<file path="config.mk">
export PLATFORM = sky130hd
export DESIGN_NAME = cbt_unit
export DESIGN_NICKNAME = d
export VERILOG_FILES = /design/src/rtl/cbt_pkg.sv /design/src/rtl/cbt_operand.sv /design/src/rtl/cbt_relation.sv /design/src/rtl/cbt_unit.sv
export SDC_FILE = /design/constraint.sdc
export NUM_CORES = 1
export LEC_CHECK = 0
export BUFFER_PORTS_ARGS = -buffer_cell sky130_fd_sc_hd__buf_2
export CORE_AREA = 5 5 77 79
export DETAILED_ROUTE_END_ITERATION = 8
export DIE_AREA = 0 0 82 84
export PLACE_DENSITY = 0.84
export SLEW_MARGIN = 10
export SYNTH_ARGS = -nofsm -noshare
export SYNTH_HDL_FRONTEND = slang
export SYNTH_HIERARCHICAL = 1
export SYNTH_SLANG_ARGS = --single-unit
</file>
<file path="constraint.sdc">
create_clock -name clk -period 2.55 [get_ports clk]
set_input_delay 0.1275 -clock clk [delete_from_list [all_inputs] [get_ports clk]]
set_output_delay 0.1275 -clock clk [all_outputs]
set_load 0.005 [all_outputs]
</file>
<file path="src/rtl/cbt_pkg.sv">
package cbt_pkg;
    localparam int DATA_W = 32;
    localparam int IMM_W  = 16;
    localparam int OP_W   = 6;

    typedef enum logic [1:0] {
        FAM_CMP = 2'b00,
        FAM_BR  = 2'b01,
        FAM_TRP = 2'b10,
        FAM_RSV = 2'b11
    } fam_e;

    typedef enum logic [2:0] {
        REL_EQ = 3'd0,
        REL_NE = 3'd1,
        REL_LT = 3'd2,
        REL_LE = 3'd3,
        REL_GT = 3'd4,
        REL_GE = 3'd5
    } rel_e;

    typedef struct packed {
        logic              valid;
        logic [DATA_W-1:0] res;
        logic              we;
        logic              br;
        logic              trap;
    } out_t;
endpackage

</file>
<file path="src/rtl/cbt_operand.sv">
module cbt_operand #(
    parameter int DATA_W = 32,
    parameter int IMM_W  = 16
) (
    input  logic [DATA_W-1:0] b,
    input  logic [IMM_W-1:0]  imm,
    input  logic              use_imm,
    input  logic              uns,
    input  logic              force_zero,
    output logic [DATA_W-1:0] cmp_b
);
    localparam int PAD_W = DATA_W - IMM_W;

    logic [DATA_W-1:0] imm_ext;

    generate
        if (PAD_W > 0) begin : g_pad
            always_comb begin
                imm_ext = {{PAD_W{(~uns) & imm[IMM_W-1]}}, imm};
            end
        end else begin : g_trunc
            always_comb begin
                imm_ext = imm[DATA_W-1:0];
            end
        end
    endgenerate

    always_comb begin
        if (force_zero) begin
            cmp_b = '0;
        end else if (use_imm) begin
            cmp_b = imm_ext;
        end else begin
            cmp_b = b;
        end
    end
endmodule

</file>
<file path="src/rtl/cbt_relation.sv">
module cbt_relation
    import cbt_pkg::*;
#(
    parameter int DATA_W = 32
) (
    input  logic [DATA_W-1:0] x,
    input  logic [DATA_W-1:0] y,
    input  logic              uns,
    input  logic [2:0]        rel,
    output logic              hit,
    output logic              rel_ok
);
    logic eq;
    logic lt_u;
    logic lt_s;
    logic lt;

    always_comb begin
        eq   = (x == y);
        lt_u = (x < y);
        lt_s = ($signed(x) < $signed(y));
        lt   = uns ? lt_u : lt_s;
        hit    = 1'b0;
        rel_ok = 1'b1;
        case (rel)
            REL_EQ:  hit = eq;
            REL_NE:  hit = ~eq;
            REL_LT:  hit = lt;
            REL_LE:  hit = lt | eq;
            REL_GT:  hit = ~(lt | eq);
            REL_GE:  hit = ~lt;
            default: rel_ok = 1'b0;
        endcase
    end
endmodule

</file>
<file path="src/rtl/cbt_unit.sv">
module cbt_unit
    import cbt_pkg::*;
(
    input  logic                clk,
    input  logic                rst_n,
    input  logic                in_valid,
    input  logic [OP_W-1:0]     op,
    input  logic                use_imm,
    input  logic [DATA_W-1:0]   a,
    input  logic [DATA_W-1:0]   b,
    input  logic [IMM_W-1:0]    imm,
    output logic                out_valid,
    output logic [DATA_W-1:0]   res,
    output logic                res_we,
    output logic                br_taken,
    output logic                trap
);
    fam_e              fam;
    logic              uns;
    logic [2:0]        rel;
    logic              is_br;
    logic [DATA_W-1:0] cmp_b;
    logic              hit;
    logic              rel_ok;
    out_t              st_d;
    out_t              st_q;

    always_comb begin
        fam   = fam_e'(op[5:4]);
        uns   = op[3];
        rel   = op[2:0];
        is_br = (fam == FAM_BR);
    end

    cbt_operand #(.DATA_W(DATA_W), .IMM_W(IMM_W)) u_operand (
        .b          (b),
        .imm        (imm),
        .use_imm    (use_imm),
        .uns        (uns),
        .force_zero (is_br),
        .cmp_b      (cmp_b)
    );

    cbt_relation #(.DATA_W(DATA_W)) u_relation (
        .x      (a),
        .y      (cmp_b),
        .uns    (uns),
        .rel    (rel),
        .hit    (hit),
        .rel_ok (rel_ok)
    );

    always_comb begin
        st_d = '0;
        if (in_valid) begin
            st_d.valid = 1'b1;
            if (rel_ok) begin
                case (fam)
                    FAM_CMP: begin
                        st_d.we  = 1'b1;
                        st_d.res = {{(DATA_W-1){1'b0}}, hit};
                    end
                    FAM_BR: begin
                        st_d.br = hit & ~uns;
                    end
                    FAM_TRP: begin
                        st_d.trap = hit;
                    end
                    default: ;
                endcase
            end
        end
    end

    always_ff @(posedge clk) begin
        if (!rst_n) begin
            st_q <= '0;
        end else begin
            st_q <= st_d;
        end
    end

    always_comb begin
        out_valid = st_q.valid;
        res       = st_q.res;
        res_we    = st_q.we;
        br_taken  = st_q.br;
        trap      = st_q.trap;
    end
endmodule

</file>
==> results of run 1 <==
-- final cells by class --
class | instances | area (um2)
inverter | 36 | 135
tap | 72 | 90.1
clock buffer | 4 | 45.0
multi-input combinational | 205 | 1860
sequential | 5 | 100
fill | 449 | 2240
timing repair buffer | 124 | 795
-- final timing paths --
kind / from / end / slack, ns / cells past startpoint
worst max-delay path: use_imm / trap / -0.07 / 14
worst min-delay path: op[3] / br_taken / 0.18 / 3
-- tightest hold or removal path: stages --
cell	delay, ns
sky130_fd_sc_hd__buf_8	0.08
sky130_fd_sc_hd__buf_4	0.11
sky130_fd_sc_hd__nor3b_2	0.04
-- cell usage in the layout, fill, tap and decap left out, types with 5 or more instances in the layout --
cell / n
sky130_fd_sc_hd__nand2b_4: 7
sky130_fd_sc_hd__mux2i_1: 14
sky130_fd_sc_hd__buf_2: 91
sky130_fd_sc_hd__nand2b_1: 9
sky130_fd_sc_hd__a21oi_1: 12
sky130_fd_sc_hd__buf_4: 22
sky130_fd_sc_hd__conb_1: 31
sky130_fd_sc_hd__ha_4: 13
sky130_fd_sc_hd__nand4_1: 6
sky130_fd_sc_hd__ha_1: 19
sky130_fd_sc_hd__nand2_1: 10
sky130_fd_sc_hd__inv_1: 29
sky130_fd_sc_hd__inv_2: 7
sky130_fd_sc_hd__nand3_1: 5
sky130_fd_sc_hd__nor2_1: 18
sky130_fd_sc_hd__a21oi_2: 15
sky130_fd_sc_hd__dfxtp_1: 5
-- metal layers --
metal / track usage / vias to the layer above
met3: 0.0313 / 14
li1: - / 1057
met2: 0.331 / 89
met1: 0.176 / 985
met4: 0.0453 / 0
met5: 0 / -
-- where the power goes --
part | switching, mW | internal (mW) | total, mW
clock network | 0.0422 | 0.108 | 0.150
registers | 0.000541 | 0.0808 | 0.0814
logic | 0.251 | 0.267 | 0.518
-- registers in the layout, summed over array words and instances (netlist names) --
register / flops
res_we: 1
br_taken: 1
trap: 1
out_valid: 1
res: 1
-- kinds of logic (layout without fill, tap and decap cells) --
kind of cell / after synthesis / in the layout
AO/OA/AOI/OAI: 43 / 43
adder cells (fa/ha/maj): 32 / 32
buffers and inverters: 75 / 164
flip-flops: 5 / 5
multiplexers: 16 / 16
other: 1 / 31
AND/OR/NAND/NOR: 82 / 83
-- repair_timing --
item	4_1_cts	5_1_grt
pin swaps	24	31
endpoints found under the setup margin	3	3
resized for setup	25	41
cloned	2	0
buffers inserted	5	3
-- stage by stage --
stage,std cells,hold slack [ns]
after floorplan,284,0.198
after global placement,433,0.393
after detailed placement,433,0.405
after CTS,443,0.172
after global routing,446,0.185
final,446,0.184
==> impl_summary.log, run 1 <==
[metrics] crit path capture type: flop
[metrics] CP max-delay cell: sky130_fd_sc_hd__o31a_1
[metrics] Layout Nets: 497
[metrics] max-slew violation total from the final report: 0
[metrics] number of DRC violations after detailed-routing iteration 0: 82
[metrics] Root Driver: sky130_fd_sc_hd__clkbuf_8
[metrics] cts hold-fix bufs: 0
[metrics] height of the chip: 84 um
[metrics] final hold viol count: 0
[metrics] setup_tns: -0.120 ns
[metrics] first-pass GRT wire length: 9400 um
[metrics] Port Buf Inserts: 94
[metrics] Crit path max-delay family: compound AO/OA/AOI/OAI gates
[metrics] GR Util All Layers: 0.169
[metrics] proportion of synthesized area in mux cells: 0.0833
[metrics] DR DRC count: 0
[metrics] area of the die: 6890 um2
[metrics] top-level port count: 126
[metrics] layout cell share with drive strength beyond 1: 0.516
[metrics] final HPWL from detailed placement: 4560 um
[metrics] Yosys top cell by area: sky130_fd_sc_hd__ha_1
[metrics] required time at the endpoint of the critical path: 2.70 ns
[metrics] number of distinct standard cells referenced by the synthesized netlist: 42
[metrics] worst ir drop on vdd: 239 uV
[metrics] pre-CTS setup slack: -0.376 ns
[metrics] routed wire length per instance: 14.2 um
[metrics] synth top area cells: sky130_fd_sc_hd__ha_1 (21%), sky130_fd_sc_hd__buf_4 (12%), sky130_fd_sc_hd__mux2i_1 (8.3%)
[metrics] compound-cell area share of the yosys netlist: 0.157
[metrics] register clock-pin slew on the reported worst setup and hold paths: 0.04 ns
[metrics] Power per Cell Area: 247 nW/um2
[metrics] H-tree Lvls: 1
[metrics] uppermost metal layer occupied by signal nets: met4
[metrics] initial antenna violation count: 0
[metrics] area growth from synthesis to layout: 57.6%
[metrics] startpoint class of the critical path: primary input
[metrics] total inserted antenna cells: 0
[metrics] proportion of synthesized chip area in sequential cells: 0.0521
[metrics] number of enable flip-flop cells after synthesis: 0
[metrics] critical path fanouts, max: 6
[metrics] final clock period utilization by the worst path: 1.03
[metrics] area fraction of the dominant cell type after synthesis: 0.208
[metrics] post-synthesis cell area: 1920 um2
[metrics] vias in the first global route: 2194
[metrics] async set or reset register ratio after synthesis: 0
[metrics] CP Cell Sequence: buf_12, buf_6, mux2i_2, nor2_2, inv_1, ha_4, a21oi_2, o21ai_0, a221o_1, o31a_1, o221a_1, nor3_2, nand4_1, nor3b_2
[metrics] chip width: 82 um
[metrics] PnR worst setup slack: -0.0658 ns
[metrics] placed cell areas: 2500 um2
[metrics] maximum buffer depth of the clock tree: 2
[metrics] Crit path largest cell delay: 0.36 ns
[metrics] area fraction in and, or, nand and nor cells after synthesis: 0.268
[metrics] Core Box Area: 5270 um2
[metrics] status: complete, but fails checks
[metrics] arithmetic-cell share of the synthesized area counting full adders, half adders and majority gates: 0.208
[metrics] number of instances in the synthesized netlist: 254
[metrics] starting utilization of the core area: 0.365
[metrics] yosys synthesis warning count: 6
[metrics] overall overflow remaining after global route: 0
[metrics] Routability Congestion: 0.819
[metrics] MaxCap Viol Count: 0
[metrics] antenna-violating nets left: 0
[metrics] fin area: 3030 um2
[metrics] average footprint of a synthesized cell: 7.57 um2
[metrics] Detailed Routing Iterations Pass 1: 4
[metrics] most frequent cell after synthesis: sky130_fd_sc_hd__inv_1
[metrics] Clock Sinks: 5
[metrics] Num CTS Buffers: 3
[metrics] Synth top cells by count: sky130_fd_sc_hd__inv_1 (36), sky130_fd_sc_hd__ha_1 (32), sky130_fd_sc_hd__buf_4 (31)
[metrics] worst hold path type: primary input to flop
[metrics] number of setup violations in the final report: 2
[metrics] wire length reported by the detailed router: 6320 um
[metrics] Total Power: 0.749 mW
[metrics] Crit path buffers/inverters: 3
[metrics] number of standard-cell rows in the floorplan: 27
[metrics] cell leakage power: 1.55 nW
[metrics] fraction of synthesized cell area in xor and xnor cells: 0
[metrics] number of storage elements in the synthesis netlist: 5
[metrics] utilization after layout: 0.575
[metrics] post-DR vias/cell: 4.81
[metrics] met2 wire length: 3500 um
[metrics] Top FF cell, synth: sky130_fd_sc_hd__dfxtp_1
[metrics] critical path data arrival time: 2.76 ns
[metrics] total via count in the routed design: 2145
[metrics] main combinational cell family by area after synthesis: simple AND/OR/NAND/NOR gates
[metrics] clock tree from TritonCTS: built
[metrics] minimum clock period: 2.62 ns
[metrics] Routed met1 length: 2270 um
[metrics] largest net degree at the start of global routing: 18
[metrics] amount of wire on met3 after detailed routing: 424 um
[metrics] timing-limited maximum frequency: 0.382 GHz
[metrics] Crit Path Class: primary input to flop
[metrics] violations in the final reports: setup timing
[metrics] RSZ-0062 raised after global routing: yes
No activity file was read; power rests on OpenSTA's default activity.
==> run 2: changes to the inputs <==
--- a/config.mk
+++ b/config.mk
@@ -6,9 +6,9 @@
 export NUM_CORES = 1
 export LEC_CHECK = 0
 export BUFFER_PORTS_ARGS = -buffer_cell sky130_fd_sc_hd__buf_2
-export CORE_AREA = 5 5 77 79
+export CORE_AREA = 2 2 74 76
 export DETAILED_ROUTE_END_ITERATION = 8
-export DIE_AREA = 0 0 82 84
+export DIE_AREA = 0 0 76 78
 export PLACE_DENSITY = 0.84
 export SLEW_MARGIN = 10
 export SYNTH_ARGS = -nofsm -noshare
==> impl_summary.log, run 2 (synthesis results as in run 1) <==
[metrics] status: complete, but fails checks
[metrics] violations in the final reports: setup timing
[metrics] number of standard-cell rows in the floorplan: 26 (-3.7%)
[metrics] total via count in the routed design: 2150 (+0.23%)
[metrics] MaxCap Viol Count: 0 (unchanged)
[metrics] layout cell share with drive strength beyond 1: 0.476 (-0.0399)
[metrics] overall overflow remaining after global route: 0 (unchanged)
[metrics] largest net degree at the start of global routing: 18 (unchanged)
[metrics] setup_tns: -0.0196 ns (+0.100 ns)
[metrics] routed wire length per instance: 12.7 um (-10%)
[metrics] critical path launch point: use_imm
[metrics] worst ir drop on vdd: 177 uV (-26%)
[metrics] max-slew violation total from the final report: 0 (unchanged)
[metrics] Crit Path Class: primary input to flop
[metrics] total inserted antenna cells: 0 (unchanged)
[metrics] commonest cells after routing, fill and taps aside: sky130_fd_sc_hd__buf_2 (91), sky130_fd_sc_hd__inv_1 (32), sky130_fd_sc_hd__conb_1 (31)
[metrics] worst hold slack: 0.154 ns (-0.0300 ns)
[metrics] post-DR vias/cell: 4.80 (-0.21%)
[metrics] GR Util All Layers: 0.178 (+0.00912)
[metrics] Power per Cell Area: 247 nW/um2 (-0.22%)
[metrics] antenna-violating nets left: 0 (unchanged)
[metrics] worst min-delay path startpoint: op[5]
[metrics] crit path capture type: flop
[metrics] minimum clock period: 2.57 ns (-0.0462 ns)
[metrics] Layout Nets: 501 (+0.80%)
[metrics] Cells on Worst Hold Path: 2 (-1)
[metrics] height of the chip: 78 um (-7.1%)
[metrics] cts hold-fix bufs: 0 (unchanged)
[metrics] starting utilization of the core area: 0.381 (+0.0165)
[metrics] # fillers: 461 (+2.7%)
[metrics] top-level port count: 126 (unchanged)
[metrics] critical path fanouts, max: 7 (+1)
[metrics] initial antenna violation count: 0 (unchanged)
[metrics] first-pass GRT wire length: 8980 um (-4.6%)
[metrics] PnR worst setup slack: -0.0196 ns (+0.0462 ns)
[metrics] most frequent standard cell in the layout excluding fill and tap cells: sky130_fd_sc_hd__buf_2
[metrics] number of DRC violations after detailed-routing iteration 0: 38 (-54%)
[metrics] wire length reported by the detailed router: 5700 um (-9.7%)
[metrics] worst hold path type: primary input to flop
[metrics] Total Power: 0.729 mW (-2.7%)
[metrics] DR DRC count: 0 (unchanged)
[metrics] final clock period utilization by the worst path: 1.01 (-0.0181)
[metrics] critical path data arrival time: 2.72 ns (-0.04 ns)
[metrics] RSZ-0062 raised after global routing: yes
[metrics] Root Driver: sky130_fd_sc_hd__clkbuf_8
[metrics] Routability Congestion: 0.749 (-8.5%)
[metrics] chip width: 76 um (-7.3%)
[metrics] Detailed Routing Iterations Pass 1: 4 (unchanged)
[metrics] Port Buf Inserts: 94 (unchanged)
[metrics] cell leakage power: 1.53 nW (-0.78%)
[metrics] timing-limited maximum frequency: 0.389 GHz (+1.8%)
[metrics] vias in the first global route: 2157 (-1.7%)
[metrics] Num CTS Buffers: 3 (unchanged)
[metrics] clock tree from TritonCTS: built
[metrics] number of setup violations in the final report: 1 (-1)
[metrics] area of the die: 5930 um2 (-14%)
[metrics] Clock Sinks: 5 (unchanged)
[metrics] area growth from synthesis to layout: 53.8%
[metrics] startpoint class of the critical path: primary input
[metrics] register clock-pin slew on the reported worst setup and hold paths: 0.04 ns (about the same)
[metrics] required time at the endpoint of the critical path: 2.70 ns (about the same)
[metrics] H-tree Lvls: 1 (unchanged)
[metrics] final hold viol count: 0 (unchanged)
[metrics] final HPWL from detailed placement: 4290 um (-5.9%)
[metrics] Core Box Area: 5040 um2 (-4.3%)
[metrics] capture endpoint of the worst hold path: res_we
[metrics] maximum buffer depth of the clock tree: 2 (unchanged)
## run 2: power breakdown
group	internal (mW)	switching, mW	leakage, nW
Sequential	0.0808	0.000428	0.0407
Combinational	0.262	0.240	1.47
Clock	0.107	0.0385	0.0228
## run 2: layout make-up
| class | count | area (um2) | share of cell area |
|---|---|---|---|
| Clock buffer | 4 | 45.0 | 0.0152 |
| Inverter | 36 | 135 | 0.0457 |
| Multi-Input combinational cell | 205 | 1740 | 0.590 |
| Sequential cell | 5 | 100 | 0.0339 |
| Tap cell | 70 | 87.6 | 0.0296 |
| Timing Repair Buffer | 128 | 843 | 0.285 |
## run 2: worst max path at each step
stage	endpoint	slack (ns)	cells past startpoint
after floorplan	trap	0.001	14
after global placement	trap	-0.27	13
after detailed placement	trap	-0.33	13
after CTS	trap	0.007	15
after global routing	br_taken	-0.18	14
final	br_taken	-0.02	15
## run 2: layer usage
layer | vias to the layer above | share of wire | GRT usage | wire [um]
met3 | 8 | 0.057 | 0.0349 | 324
met5 | - | 0 | 0 | 0
li1 | 1071 | - | - | -
met1 | 993 | 0.39 | 0.200 | 2240
met4 | 0 | 0.012 | 0.0364 | 70
met2 | 78 | 0.54 | 0.349 | 3070
## run 2: critical path, cell delays in order
cell	delay, ns
sky130_fd_sc_hd__buf_8	0.13
sky130_fd_sc_hd__clkbuf_16	0.15
sky130_fd_sc_hd__nand2b_4	0.13
sky130_fd_sc_hd__a21oi_2	0.12
sky130_fd_sc_hd__inv_1	0.05
sky130_fd_sc_hd__ha_1	0.30
sky130_fd_sc_hd__nand4_1	0.12
sky130_fd_sc_hd__buf_6	0.16
sky130_fd_sc_hd__nor4_4	0.35
sky130_fd_sc_hd__nand3_1	0.14
sky130_fd_sc_hd__and3b_2	0.24
sky130_fd_sc_hd__o221a_1	0.12
sky130_fd_sc_hd__nor3_2	0.20
sky130_fd_sc_hd__nand4_1	0.16
sky130_fd_sc_hd__nor3b_2	0.21
## run 2: through the flow
stage	instances	util	setup slack, ns	instance area [um2]
after floorplan	284	-	0.000998	2050
after global placement	432	0.501	-0.268	2530
after detailed placement	432	0.501	-0.330	2530
after CTS	442	0.541	0.00674	2730
after global routing	448	0.586	-0.181	2960
final	448	0.586	-0.0196	2960
## run 2: timing repair
item                       CTS  global route
pin swaps                   13            23
setup endpoints to repair    3             3
setup buffers                4             5
resized for setup           14            27
cloned                       2             1
==> run 3: changes to the inputs <==
==> constraint.sdc (replaced) <==
create_clock -name clk -period 2.07 [get_ports clk]
set_input_delay 0.1035 -clock clk [delete_from_list [all_inputs] [get_ports clk]]
set_output_delay 0.1035 -clock clk [all_outputs]
set_load 0.005 [all_outputs]
==> impl_summary.log, run 3 (synthesis results as in run 1) <==
[metrics] worst hold slack: 0.161 ns (+0.00700 ns)
[metrics] status: complete, but fails checks
[metrics] utilization after layout: 0.628 (+0.0419)
[metrics] H-tree Lvls: 1 (unchanged)
[metrics] starting utilization of the core area: 0.381 (unchanged)
[metrics] largest net degree at the start of global routing: 11 (-7)
[metrics] Clock Sinks: 5 (unchanged)
[metrics] Detailed Routing Iterations Pass 1: 4 (unchanged)
[metrics] Num CTS Buffers: 3 (unchanged)
[metrics] placed cell areas: 2660 um2 (+5.2%)
[metrics] Root Driver: sky130_fd_sc_hd__clkbuf_8
[metrics] top-level port count: 126 (unchanged)
[metrics] Layout Nets: 498 (-0.60%)
[metrics] Total Power: 0.963 mW (+32%)
[metrics] setup_tns: -1.29 ns (-1.27 ns)
[metrics] critical path data arrival time: 2.62 ns (-0.10 ns)
[metrics] RSZ-0062 raised after global routing: yes
[metrics] height of the chip: 78 um (unchanged)
[metrics] routed wire length per instance: 13.2 um (+3.9%)
[metrics] layout cell share with drive strength beyond 1: 0.536 (+0.0598)
[metrics] timing-limited maximum frequency: 0.399 GHz
[metrics] Power per Cell Area: 304 nW/um2 (+23%)
[metrics] commonest cells after routing, fill and taps aside: sky130_fd_sc_hd__buf_2 (91), sky130_fd_sc_hd__conb_1 (31), sky130_fd_sc_hd__inv_1 (27)
[metrics] fin area: 3170 um2 (+7.2%)
[metrics] Final Non-Filler Cells: 445 (-0.67%)
[metrics] final clock period utilization by the worst path: 1.21
[metrics] crit path capture type: flop
[metrics] # fillers: 413 (-10%)
[metrics] Core Box Area: 5040 um2 (unchanged)
[metrics] startpoint class of the critical path: primary input
[metrics] Crit path largest cell delay: 0.35 ns (about the same)
[metrics] Cells on Worst Hold Path: 3 (+1)
[metrics] register clock-pin slew on the reported worst setup and hold paths: 0.04 ns (about the same)
[metrics] antenna-violating nets left: 0 (unchanged)
[metrics] cell leakage power: 1.54 nW (+0.14%)
[metrics] critical path fanouts, max: 6 (-1)
[metrics] worst hold path type: primary input to flop
[metrics] capture endpoint of the worst hold path: res[0]
[metrics] CP max-delay cell: sky130_fd_sc_hd__nor4b_2
[metrics] first-pass GRT wire length: 9650 um (+7.5%)
[metrics] MaxCap Viol Count: 0 (unchanged)
[metrics] violations in the final reports: setup timing
[metrics] initial antenna violation count: 0 (unchanged)
[metrics] most frequent standard cell in the layout excluding fill and tap cells: sky130_fd_sc_hd__buf_2
[metrics] overall overflow remaining after global route: 0 (unchanged)
[metrics] Port Buf Inserts: 94 (unchanged)
[metrics] number of standard-cell rows in the floorplan: 26 (unchanged)
[metrics] chip width: 76 um (unchanged)
[metrics] worst ir drop on vdd: 263 uV (+48%)
[metrics] pre-CTS setup slack: -0.829 ns (-0.500 ns)
[metrics] minimum clock period: 2.51 ns
[metrics] final HPWL from detailed placement: 4510 um (+5.1%)
[metrics] Placed Instances: 432 (unchanged)
[metrics] DR DRC count: 0 (unchanged)
[metrics] Crit Path Class: primary input to flop
[metrics] vias in the first global route: 2281 (+5.7%)
[metrics] number of DRC violations after detailed-routing iteration 0: 75 (+97%)
[metrics] GR Util All Layers: 0.196 (+0.0175)
[metrics] cts hold-fix bufs: 0 (unchanged)
[metrics] number of setup violations in the final report: 3 (+2)
[metrics] Routability Congestion: 0.810 (+8.2%)
[metrics] required time at the endpoint of the critical path: 2.18 ns (-0.52 ns)
[metrics] total via count in the routed design: 2085 (-3.0%)
[metrics] CP Cell Sequence: buf_6, nor2b_4, buf_12, buf_12, a21oi_4, inv_2, ha_4, nand4_1, buf_6, nor4_4, a2111oi_2, nand3b_1, nor4b_2, nor3_2, nand4_1, nor3b_1
[metrics] clock tree from TritonCTS: built
[metrics] PnR worst setup slack: -0.435 ns (-0.416 ns)
[metrics] area of the die: 5930 um2 (unchanged)
[metrics] total inserted antenna cells: 0 (unchanged)
[metrics] wire length reported by the detailed router: 5890 um (+3.2%)
[metrics] worst min-delay path startpoint: op[5]
[metrics] max-slew violation total from the final report: 0 (unchanged)
[metrics] final hold viol count: 0 (unchanged)
[metrics] post-DR vias/cell: 4.69 (-2.4%)
[metrics] area growth from synthesis to layout: 64.8%
[metrics] maximum buffer depth of the clock tree: 2 (unchanged)
## run 3: cell types whose count changed in the layout (fill, tap and decap cells not counted), sizes merged
cell and delta:
buf -1, clkbuf -1, nand3b -1
## run 3: worst max-delay path by stage
stage,endpoint,slack (ns),depth (start not counted),start
finish,trap,-0.44,16,op[4]
global placement,trap,-0.68,13,use_imm
global route,trap,-0.65,17,op[4]
CTS,res[0],-0.40,16,op[4]
floorplan,trap,-0.31,14,use_imm
detailed placement,trap,-0.83,14,use_imm
## run 3: final cells by class
type / count / area (um2) / share of cell area
repair buffers: 126 / 842 / 0.266
inverters: 36 / 135 / 0.0427
well taps: 70 / 87.6 / 0.0277
clock buffers: 4 / 45.0 / 0.0142
multi-input cells: 204 / 1960 / 0.618
flip-flops and latches: 5 / 100 / 0.0316
## run 3: report_power, final
part	internal, mW	switching, mW	total, mW
Combinational	0.355	0.326	0.681
Clock	0.132	0.0497	0.182
Sequential	0.0995	0.000629	0.100
Total	0.587	0.376	0.963
## run 3: metal layers
metal  up-vias  GRT usage  part of all wire
met5         -          0                 0
met4         0     0.0618             0.014
met3        12     0.0302             0.051
met2        74      0.403              0.54
met1       936      0.200              0.40
li1       1063          -                 -
## run 3: what timing repair did
item	4_1_cts	5_1_grt
gates cloned	3	0
pin swaps	23	4
setup buffers	6	2
endpoints found under the setup margin	3	3
gates resized for setup	51	12
## run 3: critical path, delay by kind of cell
family                     cells  cell delay [ns]
buffers and inverters          5             0.57
AOI/OAI and AO/OA              2             0.23
and+or+nand+nor                8             1.44
adders and majority gates      1             0.26
